===== src/rtl/llsc_pkg.sv =====
package llsc_pkg;
  // bit positions of the one-hot request type
  localparam int unsigned K_LL  = 0;
  localparam int unsigned K_SC  = 1;
  localparam int unsigned K_ST  = 2;
  localparam int unsigned K_INV = 3;
  localparam int unsigned KIND_W = 4;
endpackage


===== src/rtl/llsc_entry_cmp.sv =====
module llsc_entry_cmp #(
  parameter int unsigned CTX_W  = 4,
  parameter int unsigned ADDR_W = 16
) (
  input  logic              ent_valid,
  input  logic [CTX_W-1:0]  ent_ctx,
  input  logic [ADDR_W-1:0] ent_lo,
  input  logic [ADDR_W-1:0] ent_hi,
  input  logic [CTX_W-1:0]  req_ctx,
  input  logic [ADDR_W-1:0] req_lo,
  input  logic [ADDR_W-1:0] req_hi,
  output logic              hit_overlap,
  output logic              hit_foreign,
  output logic              hit_owned
);
  logic same_ctx;
  logic covers;

  always_comb begin
    same_ctx    = (ent_ctx == req_ctx);
    covers      = (req_lo >= ent_lo) && (req_hi <= ent_hi);
    hit_overlap = ent_valid && (req_lo <= ent_hi) && (req_hi >= ent_lo);
    hit_foreign = hit_overlap && !same_ctx;
    hit_owned   = ent_valid && same_ctx && covers;
  end
endmodule


===== src/rtl/llsc_slot_pick.sv =====
module llsc_slot_pick #(
  parameter int unsigned N     = 4,
  parameter int unsigned AGE_W = 2
) (
  input  logic [N-1:0]            free_mask,
  input  logic [N-1:0][AGE_W-1:0] age,
  output logic [N-1:0]            grant
);
  localparam logic [AGE_W-1:0] AGE_MAX = AGE_W'(N - 1);

  logic [N-1:0] first_free;
  logic [N-1:0] oldest;

  always_comb begin
    for (int i = 0; i < N; i++) begin
      first_free[i] = free_mask[i];
      for (int j = 0; j < i; j++) begin
        if (free_mask[j]) first_free[i] = 1'b0;
      end
      oldest[i] = (age[i] == AGE_MAX);
    end
    grant = (|free_mask) ? first_free : oldest;
  end
endmodule


===== src/rtl/llsc_resv_monitor.sv =====
module llsc_resv_monitor
  import llsc_pkg::*;
#(
  parameter int unsigned N_ENTRIES = 4,
  parameter int unsigned CTX_W     = 4,
  parameter int unsigned ADDR_W    = 16,
  parameter int unsigned SIZE_W    = 4
) (
  input  logic                           clk,
  input  logic                           rst_n,
  input  logic                           req_valid,
  input  logic [3:0]                     req_kind,
  input  logic [CTX_W-1:0]               req_ctx,
  input  logic [ADDR_W-1:0]              req_addr,
  input  logic [SIZE_W-1:0]              req_size,
  output logic                           sc_done,
  output logic                           sc_pass,
  output logic [$clog2(N_ENTRIES+1)-1:0] live_count
);
  localparam int unsigned AGE_W = (N_ENTRIES > 1) ? $clog2(N_ENTRIES) : 1;
  localparam int unsigned CNT_W = $clog2(N_ENTRIES + 1);

  // table state
  logic [N_ENTRIES-1:0]             valid_q, valid_n;
  logic [N_ENTRIES-1:0][CTX_W-1:0]  ctx_q, ctx_n;
  logic [N_ENTRIES-1:0][ADDR_W-1:0] lo_q, lo_n;
  logic [N_ENTRIES-1:0][ADDR_W-1:0] hi_q, hi_n;
  logic [N_ENTRIES-1:0][AGE_W-1:0]  age_q, age_n;
  logic                             done_q, done_n;
  logic                             pass_q, pass_n;
  logic [CNT_W-1:0]                 cnt_q, cnt_n;

  // request decode
  logic              accept, do_ll, do_sc, do_st, do_inv;
  logic [ADDR_W-1:0] req_hi;

  always_comb begin
    accept = req_valid && $onehot(req_kind);
    do_ll  = accept && req_kind[K_LL];
    do_sc  = accept && req_kind[K_SC];
    do_st  = accept && req_kind[K_ST];
    do_inv = accept && req_kind[K_INV];
    req_hi = req_addr + ADDR_W'(req_size) - ADDR_W'(1);
  end

  // per-entry range comparison
  logic [N_ENTRIES-1:0] overlap, foreign, owned;

  for (genvar g = 0; g < N_ENTRIES; g++) begin : g_cmp
    llsc_entry_cmp #(.CTX_W(CTX_W), .ADDR_W(ADDR_W)) u_cmp (
      .ent_valid  (valid_q[g]),
      .ent_ctx    (ctx_q[g]),
      .ent_lo     (lo_q[g]),
      .ent_hi     (hi_q[g]),
      .req_ctx    (req_ctx),
      .req_lo     (req_addr),
      .req_hi     (req_hi),
      .hit_overlap(overlap[g]),
      .hit_foreign(foreign[g]),
      .hit_owned  (owned[g])
    );
  end

  // first matching owned entry (search stops at the lowest index)
  logic [N_ENTRIES-1:0] first_own;
  always_comb begin
    for (int i = 0; i < N_ENTRIES; i++) begin
      first_own[i] = owned[i];
      for (int j = 0; j < i; j++) begin
        if (owned[j]) first_own[i] = 1'b0;
      end
    end
  end

  // victim choice for a load-linked, after its own removals
  logic [N_ENTRIES-1:0] kept_ll, victim;
  logic [AGE_W-1:0]     victim_age;

  assign kept_ll = valid_q & ~overlap;

  llsc_slot_pick #(.N(N_ENTRIES), .AGE_W(AGE_W)) u_pick (
    .free_mask(~kept_ll),
    .age      (age_q),
    .grant    (victim)
  );

  always_comb begin
    victim_age = '0;
    for (int i = 0; i < N_ENTRIES; i++) begin
      if (victim[i]) victim_age = age_q[i];
    end
  end

  // next-state
  always_comb begin
    valid_n = valid_q;
    ctx_n   = ctx_q;
    lo_n    = lo_q;
    hi_n    = hi_q;
    age_n   = age_q;
    done_n  = do_sc;
    pass_n  = do_sc && (|owned);
    if (do_inv) begin
      valid_n = '0;
    end else if (do_ll) begin
      valid_n = kept_ll | victim;
      for (int i = 0; i < N_ENTRIES; i++) begin
        if (victim[i]) begin
          ctx_n[i] = req_ctx;
          lo_n[i]  = req_addr;
          hi_n[i]  = req_hi;
          age_n[i] = '0;
        end else if (age_q[i] < victim_age) begin
          age_n[i] = age_q[i] + AGE_W'(1);
        end
      end
    end else if (do_sc) begin
      valid_n = valid_q & ~foreign & ~first_own;
    end else if (do_st) begin
      valid_n = valid_q & ~foreign;
    end
    cnt_n = '0;
    for (int i = 0; i < N_ENTRIES; i++) begin
      cnt_n = cnt_n + CNT_W'(valid_n[i]);
    end
  end

  // registers
  always_ff @(posedge clk or negedge rst_n) begin
    if (!rst_n) begin
      valid_q <= '0;
      done_q  <= 1'b0;
      pass_q  <= 1'b0;
      cnt_q   <= '0;
      for (int i = 0; i < N_ENTRIES; i++) begin
        age_q[i] <= AGE_W'(i);
        ctx_q[i] <= '0;
        lo_q[i]  <= '0;
        hi_q[i]  <= '0;
      end
    end else begin
      valid_q <= valid_n;
      done_q  <= done_n;
      pass_q  <= pass_n;
      cnt_q   <= cnt_n;
      if (do_ll) begin
        ctx_q <= ctx_n;
        lo_q  <= lo_n;
        hi_q  <= hi_n;
        age_q <= age_n;
      end
    end
  end

  assign sc_done    = done_q;
  assign sc_pass    = pass_q;
  assign live_count = cnt_q;

  // assertions
  p_ll_inserts_r2: assert property (@(posedge clk) disable iff (!rst_n)
    req_valid && req_kind == 4'b0001 |=> live_count != 0);

  p_sc_latency_r3: assert property (@(posedge clk) disable iff (!rst_n)
    sc_done |-> $past(req_valid && req_kind == 4'b0010));

  p_sc_consumes_r4: assert property (@(posedge clk) disable iff (!rst_n)
    sc_done && sc_pass |-> live_count < $past(live_count));

  p_inv_empties_r7: assert property (@(posedge clk) disable iff (!rst_n)
    req_valid && req_kind == 4'b1000 |=> live_count == 0);

  p_victim_onehot_r8: assert property (@(posedge clk) disable iff (!rst_n)
    do_ll |-> $onehot(victim));

  p_bad_kind_ignored_r9: assert property (@(posedge clk) disable iff (!rst_n)
    req_valid && !$onehot(req_kind) |=> live_count == $past(live_count) && !sc_done);

  p_count_cap_r10: assert property (@(posedge clk) disable iff (!rst_n)
    live_count <= N_ENTRIES);

  p_store_quiet_r11: assert property (@(posedge clk) disable iff (!rst_n)
    req_valid && req_kind == 4'b0100 |=> !sc_done);
endmodule


===== config.mk =====
export PLATFORM = sky130hd
export DESIGN_NAME = llsc_resv_monitor
export DESIGN_NICKNAME = d
export VERILOG_FILES = /design/src/rtl/llsc_pkg.sv /design/src/rtl/llsc_entry_cmp.sv /design/src/rtl/llsc_slot_pick.sv /design/src/rtl/llsc_resv_monitor.sv
export SDC_FILE = /design/constraint.sdc
export NUM_CORES = 1
export LEC_CHECK = 0
export ABC_AREA = 1
export BUFFER_PORTS_ARGS = -buffer_cell sky130_fd_sc_hd__buf_2
export CAP_MARGIN = 20
export CORE_ASPECT_RATIO = 0.9
export CORE_MARGIN = 8
export CORE_UTILIZATION = 40
export CTS_CLUSTER_SIZE = 10
export DETAILED_ROUTE_END_ITERATION = 7
export HOLD_SLACK_MARGIN = 0.05
export PLACE_DENSITY = 0.61
export SLEW_MARGIN = 10
export SYNTH_ARGS = -nofsm -noshare
export SYNTH_HDL_FRONTEND = slang
export SYNTH_SLANG_ARGS = --single-unit
export TNS_END_PERCENT = 1

===== constraint.sdc =====
create_clock -name clk -period 5.1 [get_ports clk]
set_clock_uncertainty 0.05 [all_clocks]
set_input_delay 0.51 -clock clk [delete_from_list [all_inputs] [get_ports clk]]
set_output_delay 0.51 -clock clk [all_outputs]
set_load 0.01 [all_outputs]

==> results.tsv <==
stage	metric	value	unit
worst_setup_path	category of the most critical setup path	input pin to flip-flop	
routing	number of vias after detailed routing	12300	
worst_setup_path	slowest stage delay, CP	0.40	ns
power_and_ir_drop	Cell Pwr Density	507	nW/um^2
placement	half-perimeter wire length of the detailed placement result	30700	um
timing	final critical-path required period	5.21	ns
worst_setup_path	critical path endpoint category	flip-flop	
placement	global placer's final weighted congestion	0.912	
synth	asr flop ratio synth	100	%
global_route	layer carrying the most global-route usage	met2	
routing	Final ANT Viol Nets	0	
power_and_ir_drop	Seq pwr share	24.4	%
global_route	global routing met2 resource utilization	33.7	%
status	outcome	finished, violations left	
worst_setup_path	Critical Path Slowest Stage Cell	sky130_fd_sc_hd__fa_2	
global_route	largest net degree at the start of global routing	89	
cts	insertion delay of the later-clocked pin in the worst-skew pair	0.46	ns
global_route	total gr overflow	0	
cts	TritonCTS Buffers	17	
synth	top_reg_cell synth	sky130_fd_sc_hd__dfrtp_1	
die	Core Box Area	33600	um^2
cells_and_area	Antenna diodes	0	
synth	Distinct cells, synth	50	
placement	worst slack at placement	-1.01	ns
cells_and_area	final design utilization	49.3	%
placement	instance area after placement	15300	um^2
worst_setup_path	count of buffer and inverter cells on the critical path	7	
cts	Max Buffers Root-to-Sink	2	
timing	sum of negative setup slack	-0.759	ns
synth	cell type with the highest aggregate area in the netlist	sky130_fd_sc_hd__dfrtp_1	
global_route	combined global-route utilization of all metal layers	20.4	%
synth	share of Yosys cell area claimed by the top area cell type	29.0	%
placement	number of port buffers	35	
routing	DRC violation count after routing	0	
timing	crit share post-route	102	%
timing	actual transition at the worst max-transition pin	0.813	ns
timing	Hold Fails Final Rpt	0	
power_and_ir_drop	switching power summed over all nets	3860	uW
min_path	worst hold-check path type	input pin to async pin	
routing	detail-routed via count per cell	5.20	
global_route	number of global-route vias before repair	12100	
status	violations in the final reports	setup timing	
worst_setup_path	kind of cell adding the most delay to the critical path	simple AND/OR/NAND/NOR gates	
die	Placement Rows	64	
timing	final slew viol count	0	
die	number of primary I/O pins	36	
timing	final hold slack	0.0517	ns
cells_and_area	Final #Nets	2238	
synth	sequential share of the synthesized area	29.8	%
worst_setup_path	sort of element at the start of the critical path	input pin	
worst_setup_path	endpoint required time on the critical path	5.44	ns
die	starting density of the core	40.2	%
routing	final wirelength	40300	um
power_and_ir_drop	Int Power	4550	uW
cells_and_area	share of cells above drive strength 1	18.5	%
routing	routed len/inst	17.1	um
routing	starting DRC count in detailed routing	978	
power_and_ir_drop	switching share of power	45.9	%
timing	achievable clock frequency	192	MHz
die	overall die width	210	um
synth	EDFF count, synth	0	
die	Die Footprint	40000	um^2
timing	unrepaired setup endpoints after global routing	yes	
cts	Clock H-tree levels	4	
cts	clock root buffer master	sky130_fd_sc_hd__clkbuf_16	
synth	netlist area before placement	13500	um^2
global_route	met3 demand-to-capacity share in global routing	4.16	%
timing	final worst-path setup slack	-0.114	ns
cts	clock-pin slew reported for the worst setup and hold paths after clock tree synthesis	0.07	ns
synth	commonest cells in the synthesized netlist	sky130_fd_sc_hd__nand2_1, sky130_fd_sc_hd__ha_1, sky130_fd_sc_hd__inv_1	
synth	Synth Net Count	2050	
cts	clock sinks	161	
global_route	initial antenna violation count	0	
power_and_ir_drop	maximum ir drop on the vdd rail	0.277	mV
worst_setup_path	biggest fanout along the worst timing path	6	
power_and_ir_drop	reported leakage power	0.00873	uW
power_and_ir_drop	combinational share of power	59.3	%
global_route	wire length of the first global-routing pass	64000	um
synth	number of register bits inferred by synthesis	161	
power_and_ir_drop	portion of total power attributed to the clock network	16.4	%
worst_setup_path	most frequent cell on the critical path	sky130_fd_sc_hd__nand2_1	
flow_run	max-cap viol count	0	
cts	clock tree from TritonCTS	yes	
synth	Mapped Avg Cell Area	7.82	um^2
cells_and_area	final instance area	16600	um^2
cells_and_area	count of fill cells added during filler insertion	3196	
worst_setup_path	Arr. time, crit path	5.56	ns
die	chip height	190	um
synth	Area contributors post-synth	sky130_fd_sc_hd__dfrtp_1, sky130_fd_sc_hd__ha_1, sky130_fd_sc_hd__nand2_1	
timing	number of setup violations in the final report	11	
synth	post-synthesis cell count	1730	
global_route	met1 GRT Util	26.6	%
cells_and_area	area added between synthesis and finish	22.7	%
routing	number of detailed-routing iterations run before antenna repair	5	
synth	most repeated cell in the gate-level netlist after synthesis	sky130_fd_sc_hd__nand2_1	
timing	relative slew slack	45.4	%
synth	number of warnings reported in the yosys synthesis log	0	
-- final timing paths --
check | startpoint | to | slack, ns | cells after the start
max | req_size[1] | age_q[6] | -0.11 | 39
max in group asynchronous | rst_n | lo_q[47] | 3.94 | 2
max reg2reg | lo_q[31] | live_count[1] | 1.45 | 17
min reg2reg | hi_q[12] | hi_q[12] | 0.45 | 2
min in group clk | req_ctx[1] | ctx_q[9] | 0.25 | 3
min | rst_n | lo_q[22] | 0.05 | 1
-- what timing repair did --
action | in CTS | in global routing
setup endpoints to repair | 11 | 83
hold buffers | 0 | 0
resized for setup | 60 | 50
pin swaps | 41 | 49
setup buffers | 23 | 5
-- metal layers --
metal  routed length (um)  up-vias
met5                    0        -
met4                 1070        0
met3                 2150       65
met2                18700      280
met1                18400     5766
li1                     -     6155
-- through the flow --
| step | instances | total power (uW) |
|---|---|---|
| 2_1_floorplan | 1730 | 5040 |
| 3_3_place_gp | 2300 | 6450 |
| 3_5_place_dp | 2300 | 6640 |
| 4_1_cts | 2355 | 8250 |
| 5_1_grt | 2360 | 9220 |
| 6_report | 2360 | 8410 |
-- registers in the layout, summed over array words and instances (netlist names) --
name        flops
sc_pass         1
valid_q         4
hi_q           64
ctx_q          16
lo_q           64
age_q           8
live_count      3
sc_done         1
-- layout make-up --
class                           instances  area, um^2  area share, %
Multi-Input combinational cell       1278        8810           53.1
Sequential cell                       161        4030           24.3
Timing Repair Buffer                  199        1600           9.66
Inverter                              261         996           6.00
Tap cell                              429         537           3.24
Clock buffer                           17         425           2.56
Clock inverter                         15         183           1.10
-- kinds of logic (layout without fill, tap and decap cells) --
group,after synthesis,count (layout),share of synthesized area (%)
DFF,161,161,29.8
AOI/OAI and AO/OA,372,372,14.9
xor gates and xnor gates,17,17,1.10
adders and majority gates,289,289,26.9
and+or+nand+nor,600,600,18.8
buffers and inverters,291,492,8.52
-- cell usage in the layout, fill, tap and decap left out, types with 6 or more instances in the layout --
cell type                   count
sky130_fd_sc_hd__inv_1        237
sky130_fd_sc_hd__nand4_1       14
sky130_fd_sc_hd__a21oi_2       15
sky130_fd_sc_hd__inv_8          6
sky130_fd_sc_hd__o21ai_0      127
sky130_fd_sc_hd__buf_2         32
sky130_fd_sc_hd__nor3_1        15
sky130_fd_sc_hd__ha_1         274
sky130_fd_sc_hd__clkbuf_16     17
sky130_fd_sc_hd__nand3_1       43
sky130_fd_sc_hd__nand3_2        6
sky130_fd_sc_hd__ha_4          12
sky130_fd_sc_hd__inv_2         17
sky130_fd_sc_hd__o21a_1         8
sky130_fd_sc_hd__dfrtp_1      157
sky130_fd_sc_hd__nor2_1        75
sky130_fd_sc_hd__nand2_1      387
sky130_fd_sc_hd__buf_4        148
sky130_fd_sc_hd__nor3_2         6
sky130_fd_sc_hd__buf_12        13
sky130_fd_sc_hd__o21ai_1       59
sky130_fd_sc_hd__xor2_1        11
sky130_fd_sc_hd__nand2_2       21
sky130_fd_sc_hd__o21bai_1       8
sky130_fd_sc_hd__nor2_2         6
sky130_fd_sc_hd__a21oi_1      121
-- power groups by stage --
stage	Clock [uW]	Sequential (uW)	Combinational (uW)
6_report	1380	2050	4990
5_1_grt	1450	2110	5660
4_1_cts	1400	2050	4800
3_5_place_dp	0	2070	4570
3_3_place_gp	0	2060	4400
2_1_floorplan	0	2010	3040
Note: power is estimated with default switching activity, not from simulation.
